[src/rtl/cmov_pkg.sv]
package cmov_pkg;
  localparam int FLAG_W = 5;
  localparam int CF_B = 0;
  localparam int PF_B = 1;
  localparam int ZF_B = 2;
  localparam int SF_B = 3;
  localparam int OF_B = 4;

  typedef enum logic [0:0] {ST_IDLE, ST_MEM} state_e;

  typedef struct packed {
    logic       valid;
    logic [3:0] cc;
    logic [2:0] dst_idx;
    logic [2:0] src_idx;
    logic       mem_src;
  } dec_t;
endpackage

[src/rtl/cmov_decode.sv]
module cmov_decode
  import cmov_pkg::*;
#(
  parameter logic [7:0] ESC_BYTE = 8'h0F,
  parameter logic [3:0] GRP_NIB  = 4'h4
) (
  input  logic [7:0] op0_i,
  input  logic [7:0] op1_i,
  input  logic [7:0] modrm_i,
  output dec_t       dec_o
);
  always_comb begin
    dec_o.valid   = (op0_i == ESC_BYTE) && (op1_i[7:4] == GRP_NIB);
    dec_o.cc      = op1_i[3:0];
    dec_o.dst_idx = modrm_i[5:3];
    dec_o.src_idx = modrm_i[2:0];
    dec_o.mem_src = (modrm_i[7:6] != 2'b11);
  end
endmodule

[src/rtl/cmov_cond_eval.sv]
module cmov_cond_eval
  import cmov_pkg::*;
(
  input  logic [3:0]        cc_i,
  input  logic [FLAG_W-1:0] flags_i,
  output logic              hit_o
);
  logic of_f, sf_f, zf_f, pf_f, cf_f, lt_f, base;

  assign of_f = flags_i[OF_B];
  assign sf_f = flags_i[SF_B];
  assign zf_f = flags_i[ZF_B];
  assign pf_f = flags_i[PF_B];
  assign cf_f = flags_i[CF_B];
  assign lt_f = sf_f ^ of_f;

  always_comb begin
    unique case (cc_i[3:1])
      3'd0: base = of_f;
      3'd1: base = cf_f;
      3'd2: base = zf_f;
      3'd3: base = cf_f | zf_f;
      3'd4: base = sf_f;
      3'd5: base = pf_f;
      3'd6: base = lt_f;
      default: base = zf_f | lt_f;
    endcase
  end

  // low bit flips the sense of the base test
  assign hit_o = base ^ cc_i[0];
endmodule

[src/rtl/cmov_merge.sv]
module cmov_merge #(
  parameter int DATA_W = 32,
  parameter int HALF_W = 16
) (
  input  logic              wide_i,
  input  logic [DATA_W-1:0] dst_i,
  input  logic [DATA_W-1:0] src_i,
  output logic [DATA_W-1:0] data_o
);
  localparam int UPPER_W = DATA_W - HALF_W;

  generate
    if (UPPER_W > 0) begin : g_split
      assign data_o = wide_i ? src_i : {dst_i[DATA_W-1:HALF_W], src_i[HALF_W-1:0]};
    end else begin : g_flat
      assign data_o = src_i;
    end
  endgenerate
endmodule

[src/rtl/cmov_unit.sv]
module cmov_unit
  import cmov_pkg::*;
#(
  parameter int DATA_W = 32,
  parameter int HALF_W = 16,
  parameter int IDX_W  = 3
) (
  input  logic              clk_i,
  input  logic              rst_ni,
  input  logic              req_valid_i,
  output logic              req_ready_o,
  input  logic [7:0]        op0_i,
  input  logic [7:0]        op1_i,
  input  logic [7:0]        modrm_i,
  input  logic [FLAG_W-1:0] flags_i,
  input  logic              mode32_i,
  input  logic              opsz_ovr_i,
  output logic [IDX_W-1:0]  dst_idx_o,
  output logic [IDX_W-1:0]  src_idx_o,
  input  logic [DATA_W-1:0] dst_val_i,
  input  logic [DATA_W-1:0] src_val_i,
  output logic              mem_req_o,
  input  logic              mem_rsp_valid_i,
  input  logic [DATA_W-1:0] mem_rsp_data_i,
  input  logic              mem_fault_i,
  output logic              wr_en_o,
  output logic [IDX_W-1:0]  wr_idx_o,
  output logic [DATA_W-1:0] wr_data_o,
  output logic              fault_o,
  output logic              done_o
);
  state_e            state_q;
  dec_t              dec;
  logic              hit, accept, rsp_take, wide_now;
  logic              cond_q, wide_q;
  logic [DATA_W-1:0] dst_q;
  logic [IDX_W-1:0]  idx_q;
  logic              m_wide;
  logic [DATA_W-1:0] m_dst, m_src, m_data;
  logic              wr_en_q, fault_q, done_q;
  logic [IDX_W-1:0]  wr_idx_q;
  logic [DATA_W-1:0] wr_data_q;

  cmov_decode u_dec (
    .op0_i  (op0_i),
    .op1_i  (op1_i),
    .modrm_i(modrm_i),
    .dec_o  (dec)
  );

  cmov_cond_eval u_cond (
    .cc_i   (dec.cc),
    .flags_i(flags_i),
    .hit_o  (hit)
  );

  assign wide_now = mode32_i ^ opsz_ovr_i;
  assign m_wide   = (state_q == ST_MEM) ? wide_q         : wide_now;
  assign m_dst    = (state_q == ST_MEM) ? dst_q          : dst_val_i;
  assign m_src    = (state_q == ST_MEM) ? mem_rsp_data_i : src_val_i;

  cmov_merge #(.DATA_W(DATA_W), .HALF_W(HALF_W)) u_merge (
    .wide_i(m_wide),
    .dst_i (m_dst),
    .src_i (m_src),
    .data_o(m_data)
  );

  assign req_ready_o = (state_q == ST_IDLE);
  assign accept      = req_valid_i && req_ready_o;
  assign rsp_take    = (state_q == ST_MEM) && mem_rsp_valid_i;
  assign dst_idx_o   = dec.dst_idx;
  assign src_idx_o   = dec.src_idx;

  always_ff @(posedge clk_i or negedge rst_ni) begin
    if (!rst_ni) begin
      state_q   <= ST_IDLE;
      cond_q    <= 1'b0;
      wide_q    <= 1'b0;
      dst_q     <= '0;
      idx_q     <= '0;
      wr_en_q   <= 1'b0;
      wr_idx_q  <= '0;
      wr_data_q <= '0;
      fault_q   <= 1'b0;
      done_q    <= 1'b0;
    end else if (accept && dec.valid && dec.mem_src) begin
      // memory source: read is issued whatever the condition
      state_q <= ST_MEM;
      cond_q  <= hit;
      wide_q  <= wide_now;
      dst_q   <= dst_val_i;
      idx_q   <= dec.dst_idx;
      wr_en_q <= 1'b0;
      fault_q <= 1'b0;
      done_q  <= 1'b0;
    end else if (accept) begin
      wr_en_q   <= dec.valid && hit;
      wr_idx_q  <= dec.dst_idx;
      wr_data_q <= m_data;
      fault_q   <= 1'b0;
      done_q    <= 1'b1;
    end else if (rsp_take) begin
      state_q   <= ST_IDLE;
      wr_en_q   <= cond_q && !mem_fault_i;
      wr_idx_q  <= idx_q;
      wr_data_q <= m_data;
      fault_q   <= mem_fault_i;
      done_q    <= 1'b1;
    end else begin
      wr_en_q <= 1'b0;
      fault_q <= 1'b0;
      done_q  <= 1'b0;
    end
  end

  assign mem_req_o = (state_q == ST_MEM);
  assign wr_en_o   = wr_en_q;
  assign wr_idx_o  = wr_idx_q;
  assign wr_data_o = wr_data_q;
  assign fault_o   = fault_q;
  assign done_o    = done_q;


  foreign_op_chk: assert property (@(posedge clk_i) disable iff (!rst_ni)
    (req_valid_i && req_ready_o && !(op0_i == 8'h0F && op1_i[7:4] == 4'h4))
      |=> (done_o && !wr_en_o && !mem_req_o && !fault_o));

  write_with_done_chk: assert property (@(posedge clk_i) disable iff (!rst_ni)
    wr_en_o |-> done_o);

  reg_src_done_chk: assert property (@(posedge clk_i) disable iff (!rst_ni)
    (req_valid_i && req_ready_o && modrm_i[7:6] == 2'b11) |=> (done_o && !mem_req_o));

  mem_issue_chk: assert property (@(posedge clk_i) disable iff (!rst_ni)
    (req_valid_i && req_ready_o && op0_i == 8'h0F && op1_i[7:4] == 4'h4
     && modrm_i[7:6] != 2'b11) |=> mem_req_o);

  mem_req_hold_chk: assert property (@(posedge clk_i) disable iff (!rst_ni)
    (mem_req_o && !mem_rsp_valid_i) |=> mem_req_o);

  fault_no_write_chk: assert property (@(posedge clk_i) disable iff (!rst_ni)
    fault_o |-> (!wr_en_o && done_o));

  busy_not_ready_chk: assert property (@(posedge clk_i) disable iff (!rst_ni)
    mem_req_o |-> !req_ready_o);

  done_pulse_chk: assert property (@(posedge clk_i) disable iff (!rst_ni)
    (done_o && !mem_req_o && !$past(req_valid_i)) |=> !done_o);
endmodule

[config.mk]
export PLATFORM = sky130hd
export DESIGN_NAME = cmov_unit
export DESIGN_NICKNAME = d
export VERILOG_FILES = /design/src/rtl/cmov_pkg.sv /design/src/rtl/cmov_decode.sv /design/src/rtl/cmov_cond_eval.sv /design/src/rtl/cmov_merge.sv /design/src/rtl/cmov_unit.sv
export SDC_FILE = /design/constraint.sdc
export NUM_CORES = 1
export LEC_CHECK = 0
export BUFFER_PORTS_ARGS = -buffer_cell sky130_fd_sc_hd__buf_4
export CAP_MARGIN = 20
export CORE_UTILIZATION = 44
export DETAILED_ROUTE_END_ITERATION = 7
export HOLD_SLACK_MARGIN = 0.06
export PLACE_DENSITY = 0.8
export REMOVE_ABC_BUFFERS = 1
export SYNTH_ARGS = -nofsm -noshare
export SYNTH_HDL_FRONTEND = slang
export SYNTH_SLANG_ARGS = --single-unit
export TNS_END_PERCENT = 5
[constraint.sdc]
create_clock -name clk_i -period 2.3 [get_ports clk_i]
set_input_delay 0.23 -clock clk_i [delete_from_list [all_inputs] [get_ports clk_i]]
set_output_delay 0.23 -clock clk_i [all_outputs]
set_load 0.1 [all_outputs]
Word-level counts from Yosys, hierarchy flattened
Cells that the tools add are included.

Equality and inequality tests: 10. Mux-type cells: 21. Bitwise gates (word level): 7. Reduce and logical (&&, ||, !) cells: 13.

Operators with widths (number): 2-to-1 mux 32 bit (5); 2-to-1 mux 1 bit (13); == test 3 bit, second input constant (3); == test 8 x 4 -> 1 bit, second input constant (1); logical AND 1 bit (7); case mux 1 bit (7 select lines) (1); == test 3 x 2 -> 1 bit, second input constant (2); 2-to-1 mux 3 bit (2); == test 4 x 3 -> 1 bit, second input constant (1); AND reduction 2 bit (2); nonzero test 2 bit (2); == test 3 x 1 -> 1 bit, second input constant (1); logical NOT 3 bit (1); bitwise XOR 1 bit (3); inequality test 2 x 1 -> 1 bit, second input constant (1); inequality test 2 bit, second input constant (1); inverter 1 bit (2); OR 1 bit (2); logical NOT 1 bit (1).

Bits in registers: 76. Input bits: 132. Output and inout port bits: 46. Word-level logic and storage cells: 61.

Logic depth before layout (Yosys ltp)
Depth after elaboration: 7. Gate-level depth with buffers: 8. Gate-level depth less buffers: 5.

By module
A second synthesis with hierarchy kept.

Cells, all modules: 305. Area total of the unflattened synthesis: 4347.9 µm².

Modules (own cells, without submodules): cmov_unit (times used 1, cells an instance 244, area an instance 3777.4 µm²); cmov_merge (times used 1, cells an instance 34, area an instance 369.1 µm²); cmov_decode (times used 1, cells an instance 15, area an instance 120.1 µm²); cmov_cond_eval (times used 1, cells an instance 12, area an instance 81.3 µm²).

Least setup slack after synthesis
OpenSTA, ideal clock, no wires.

Kind: register -> register. Start: register state_q, in the netlist mem_req_o. End: register state_q, in the netlist mem_req_o. Setup time: 0.092 ns. Arrival: 2.388 ns. Path slack: -0.180 ns. Cell stages (with the launch flop): 5. Path buffers: 2. Period minus slack after synthesis: 2.480 ns. Cell sequence: dfrtp_1 > buf_2 > buf_1 > inv_1 > o21ai_0.

Cells in the longest elaborated chain, start to end: 6. Elaborated cells between the ends (all ways): 9. Those cells by class: 1 x eq/ne; 1 x mux; 1 x bitwise; 6 x reduce/logical.

Ends and longest elaborated chain: from (decl) (RTL line cmov_unit.sv:32) `state_e state_q;`; from (signal assigned) (RTL line cmov_unit.sv:77) `state_q <= ST_IDLE;`; from (signal assigned) (RTL line cmov_unit.sv:89) `state_q <= ST_MEM;`; from (signal assigned) (RTL line cmov_unit.sv:104) `state_q <= ST_IDLE;`; inverter 1 bit * (RTL line cmov_unit.sv:69) `assign req_ready_o = (state_q == ST_IDLE);`; named net req_ready_o (RTL line cmov_unit.sv:11) `output logic req_ready_o,`; logical AND 1 bit * (RTL line cmov_unit.sv:70) `assign accept = req_valid_i && req_ready_o;`; logical AND 1 bit (2 in a row) (RTL line cmov_unit.sv:87) `end else if (accept && dec.valid && dec.mem_src) begin`; inequality test 2 x 1 -> 1 bit (no source line) or nonzero test 2 bit (tied branches); AND reduction 2 bit (no source line).

Mark *: on every way through the listed nets, which the timed path passes. The rest lies on a longest branch. A chain may end at the register's enable or synchronous reset.

Worst setup path after layout
Start: register state_q, in the netlist mem_req_o. End: register wr_data_q[21], in the netlist wr_data_o[21].

Cells in the longest elaborated chain, start to end: 6. Elaborated cells between the ends (all ways): 14. Those cells by class: 6 x mux; 2 x bitwise; 6 x reduce/logical.

Ends and longest elaborated chain: branches (longest 6 deep; another with 2-to-1 mux 32 bit); to (signal assigned) (RTL line cmov_unit.sv:100) `wr_data_q <= m_data;`; to (signal assigned) (RTL line cmov_unit.sv:107) `wr_data_q <= m_data;`; to (decl) (RTL line cmov_unit.sv:42) `logic [DATA_W-1:0] wr_data_q;`.

Several ways; the timed one is not identified. The select of a mux whose other input is x is not followed.

==> flow_metrics.py <==
metrics = {
    "route": {
        "dr.first_iter.drc_count": 94,
        "drtPass1Iterations": 4,
        "routed_wl_mm": 7.739,
        "drtAntennaViolNets": 0,
        "via_count": 2656,
        "drc": 0,
        "viasPerCell": 5.049,
        "wl_per_cell_um": 14.71,
    },
    "clocking": {
        "tritoncts": "done",
        "post-cts-setup-buffer-count": 0,
        "cts_htree_levels": 3,
        "clk-insertion-delay-late_ns": 0.33,
        "path_clk_slew_ns": 0.06,
        "ctsRootBufferMaster": "clkbuf_8",
        "clock-sinks": 60,
        "cts_made_buffers": 9,
        "cts_buffer_depth": 2,
    },
    "setup_path": {
        "crit_required_ns": 2.52,
        "crit_arrival_ns": 2.05,
        "crit_path_max_incr_delay_ns": 0.43,
        "crit_type": "flip-flop to flip-flop",
        "cp_slowest_cell": "dfrtp_2",
        "cp_max_fo": 28,
        "cp-end-kind": "flip-flop",
        "worstSetupStartpointType": "flip-flop",
        "crit_chain": "nor2b_1, a21oi_1, a41oi_4, buf_12, mux2_2",
    },
    "synthesis": {
        "yosys_warnings": 0,
        "synth_cell_types": 34,
        "synth_area_per_cell_um2": 11.52,
        "synth_ff_type": "dfrtp_1",
        "synth-seq-cells": 60,
        "syn-instance-count": 273,
        "synth_area_leaders": "dfrtp_1, mux2i_1, mux2_2, a21oi_1, mux2_4",
        "seq_area_frac_synth": 0.4773,
        "async_flop_share": 1.000,
        "synth_top_area_share": 0.4773,
        "synth_edf_count": 0,
        "synth.cell_area_um2": 3146,
        "yosys.area.top_type": "dfrtp_1",
    },
    "sta": {
        "worstMarginPinSlew_ns": 0.7413,
        "hold_violations": 0,
        "max_clock_freq_mhz": 545.0,
        "finalCriticalPeriod_ns": 1.835,
        "fin_skew_ns": 0.003372,
        "slew_headroom": 0.5058,
        "drv_slew": 0,
        "final.setup.tns_ns": 0,
        "setup-violations-final": 0,
        "rsz0062_at_grt": "no",
        "post-route-period-util": 0.7977,
    },
    "floorplanning": {
        "core_area_um2": 6832,
        "die_y_um": 86.55,
        "dieArea_um2": 7491,
        "rows": 30,
        "die_w_um": 86.55,
        "initial_core_util": 0.4604,
        "io_pins": 178,
    },
    "final_layout": {
        "multi_input_area_um2": 1490,
        "final_layout_size_suffix_gt1_frac": 0.5140,
        "final_core_utilization": 0.6740,
        "area_delta_synth_final_pct": 46.38,
        "register_area_um2": 1503,
        "nets": 557,
        "final_cell_mix": "buf_4, dfrtp_1, a21oi_1, mux2i_1, mux2_2",
        "diodes": 0,
        "final_common_cell": "buf_4",
        "num-fill-cells": 545,
    },
    "power_and_ir_drop": {
        "clkPwrFrac": 0.287,
        "combPwrFrac": 0.356,
        "p_leak_nw": 2.184,
        "ir_drop_mv": 0.5340,
        "p_seq_frac": 0.357,
        "switchingPower_mw": 1.276,
        "power_density_nw_per_um2": 722.1,
        "switching_share": 0.3839,
        "p_int_mw": 2.048,
    },
    "placement": {
        "hpwl_mm": 5.733,
        "portBuffers": 155,
        "gp_congestion": 0.7315,
    },
    "flow_run": {
        "max-cap-violations": 0,
    },
    "global_routing": {
        "overflow": 0,
        "grt_pass1_wl_mm": 12.45,
        "grt_usage": 0.2203,
        "grt_max_degree": 61,
        "antenna_found_initial": 0,
        "grt_pass1_vias": 2800,
    },
    "run_status": {
        "status": "completed",
    },
    "worst_hold_path": {
        "hp-class": "primary input to flip-flop",
    },
}
## cells by family after synthesis
family	count (synthesis)	share of synthesized area
and+or+nand+nor	52	0.09348
AOI/OAI and AO/OA	62	0.1217
muxes	71	0.2506
buffers and inverters	26	0.05131
xor gates and xnor gates	2	0.005570
DFF	60	0.4773
## state kept, by name, summed over array words and instances, names as in the netlist, 3 cells and up
signal	cells
dst_q	16
idx_q	3
wr_data_o	32
wr_idx_o	3
## stage by stage
step	instances	power (mW)	instance area, um^2	hold slack, ns	setup WS [ns]
finish	526	3.325	4604	0.1015	0.4653
global placement	509	2.376	4393	0.3486	0.4316
floorplan	248	1.990	2988	-0.06559	-1.791
detailed placement	509	2.393	4393	0.3535	0.4121
global route	526	3.470	4604	0.1039	0.3690
CTS	526	3.364	4604	0.07941	0.4592
## routing by layer
layer  vias up  share of wire  GRT usage  routed length, um
met5         -              0          0                  0
met4         0          0.020    0.07879                157
met3        21          0.086    0.09048                669
met2       112           0.51     0.3889               3981
met1      1241           0.38     0.2373               2931
li1       1282              -          -                  -
## repair_timing
item,in CTS,in global routing
gates resized for setup,0,0
setup endpoints to repair,0,0
endpoints found under the hold margin,60,0
hold buffers,1,0
## synthesized netlist by cell type, drive strengths merged, types with 2 or more instances
| cell | instances |
|---|---|
| a211oi | 17 |
| a21oi | 36 |
| and4b | 2 |
| buf | 21 |
| clkbuf | 4 |
| dfrtp | 60 |
| mux2 | 35 |
| mux2i | 36 |
| nand2 | 3 |
| nand3 | 2 |
| nand4 | 2 |
| nor2 | 20 |
| nor2b | 17 |
| o21ai | 5 |
## area by class of cell
cell class | count | area share
Sequential cell | 60 | 0.3264
Inverter | 1 | 0.0008152
Clock inverter | 5 | 0.01087
Timing Repair Buffer | 166 | 0.2793
Tap cell | 96 | 0.02609
Clock buffer | 11 | 0.03288
Multi-Input combinational cell | 187 | 0.3236
## power by group through the flow
stage	clock, mW	combinational, mW	sequential, mW
final	0.954	1.18	1.19
after global routing	1.04	1.24	1.19
after CTS	0.986	1.19	1.19
after detailed placement	0	1.19	1.20
after global placement	0	1.18	1.20
after floorplan	0	0.194	1.80
## worst paths after layout
check                           slack [ns]  cells past startpoint                         to                  start
worst max-delay path                  0.47                      5  wr_data_o[21]$_DFFE_PN0P_  mem_req_o$_DFFE_PN0P_
worst min-delay path                  0.10                      2      mem_req_o$_DFFE_PN0P_        mem_rsp_valid_i
worst max register to register        0.47                      5  wr_data_o[21]$_DFFE_PN0P_  mem_req_o$_DFFE_PN0P_
worst min register to register        0.49                      1      dst_q[26]$_DFFE_PN0P_  dst_q[26]$_DFFE_PN0P_
max in group asynchronous             1.26                      2      mem_req_o$_DFFE_PN0P_                 rst_ni
min in group asynchronous             0.51                      2  wr_data_o[30]$_DFFE_PN0P_                 rst_ni
## worst max-delay path: cells and delay by family (launching register included)
| kind | cells | cell delay [ns] |
|---|---|---|
| buffers and inverters | 1 | 0.23 |
| muxes | 1 | 0.35 |
| AOI/OAI and AO/OA | 2 | 0.50 |
| and+or+nand+nor | 1 | 0.19 |
| DFF | 1 | 0.43 |
(Power assumes the default switching activity.)
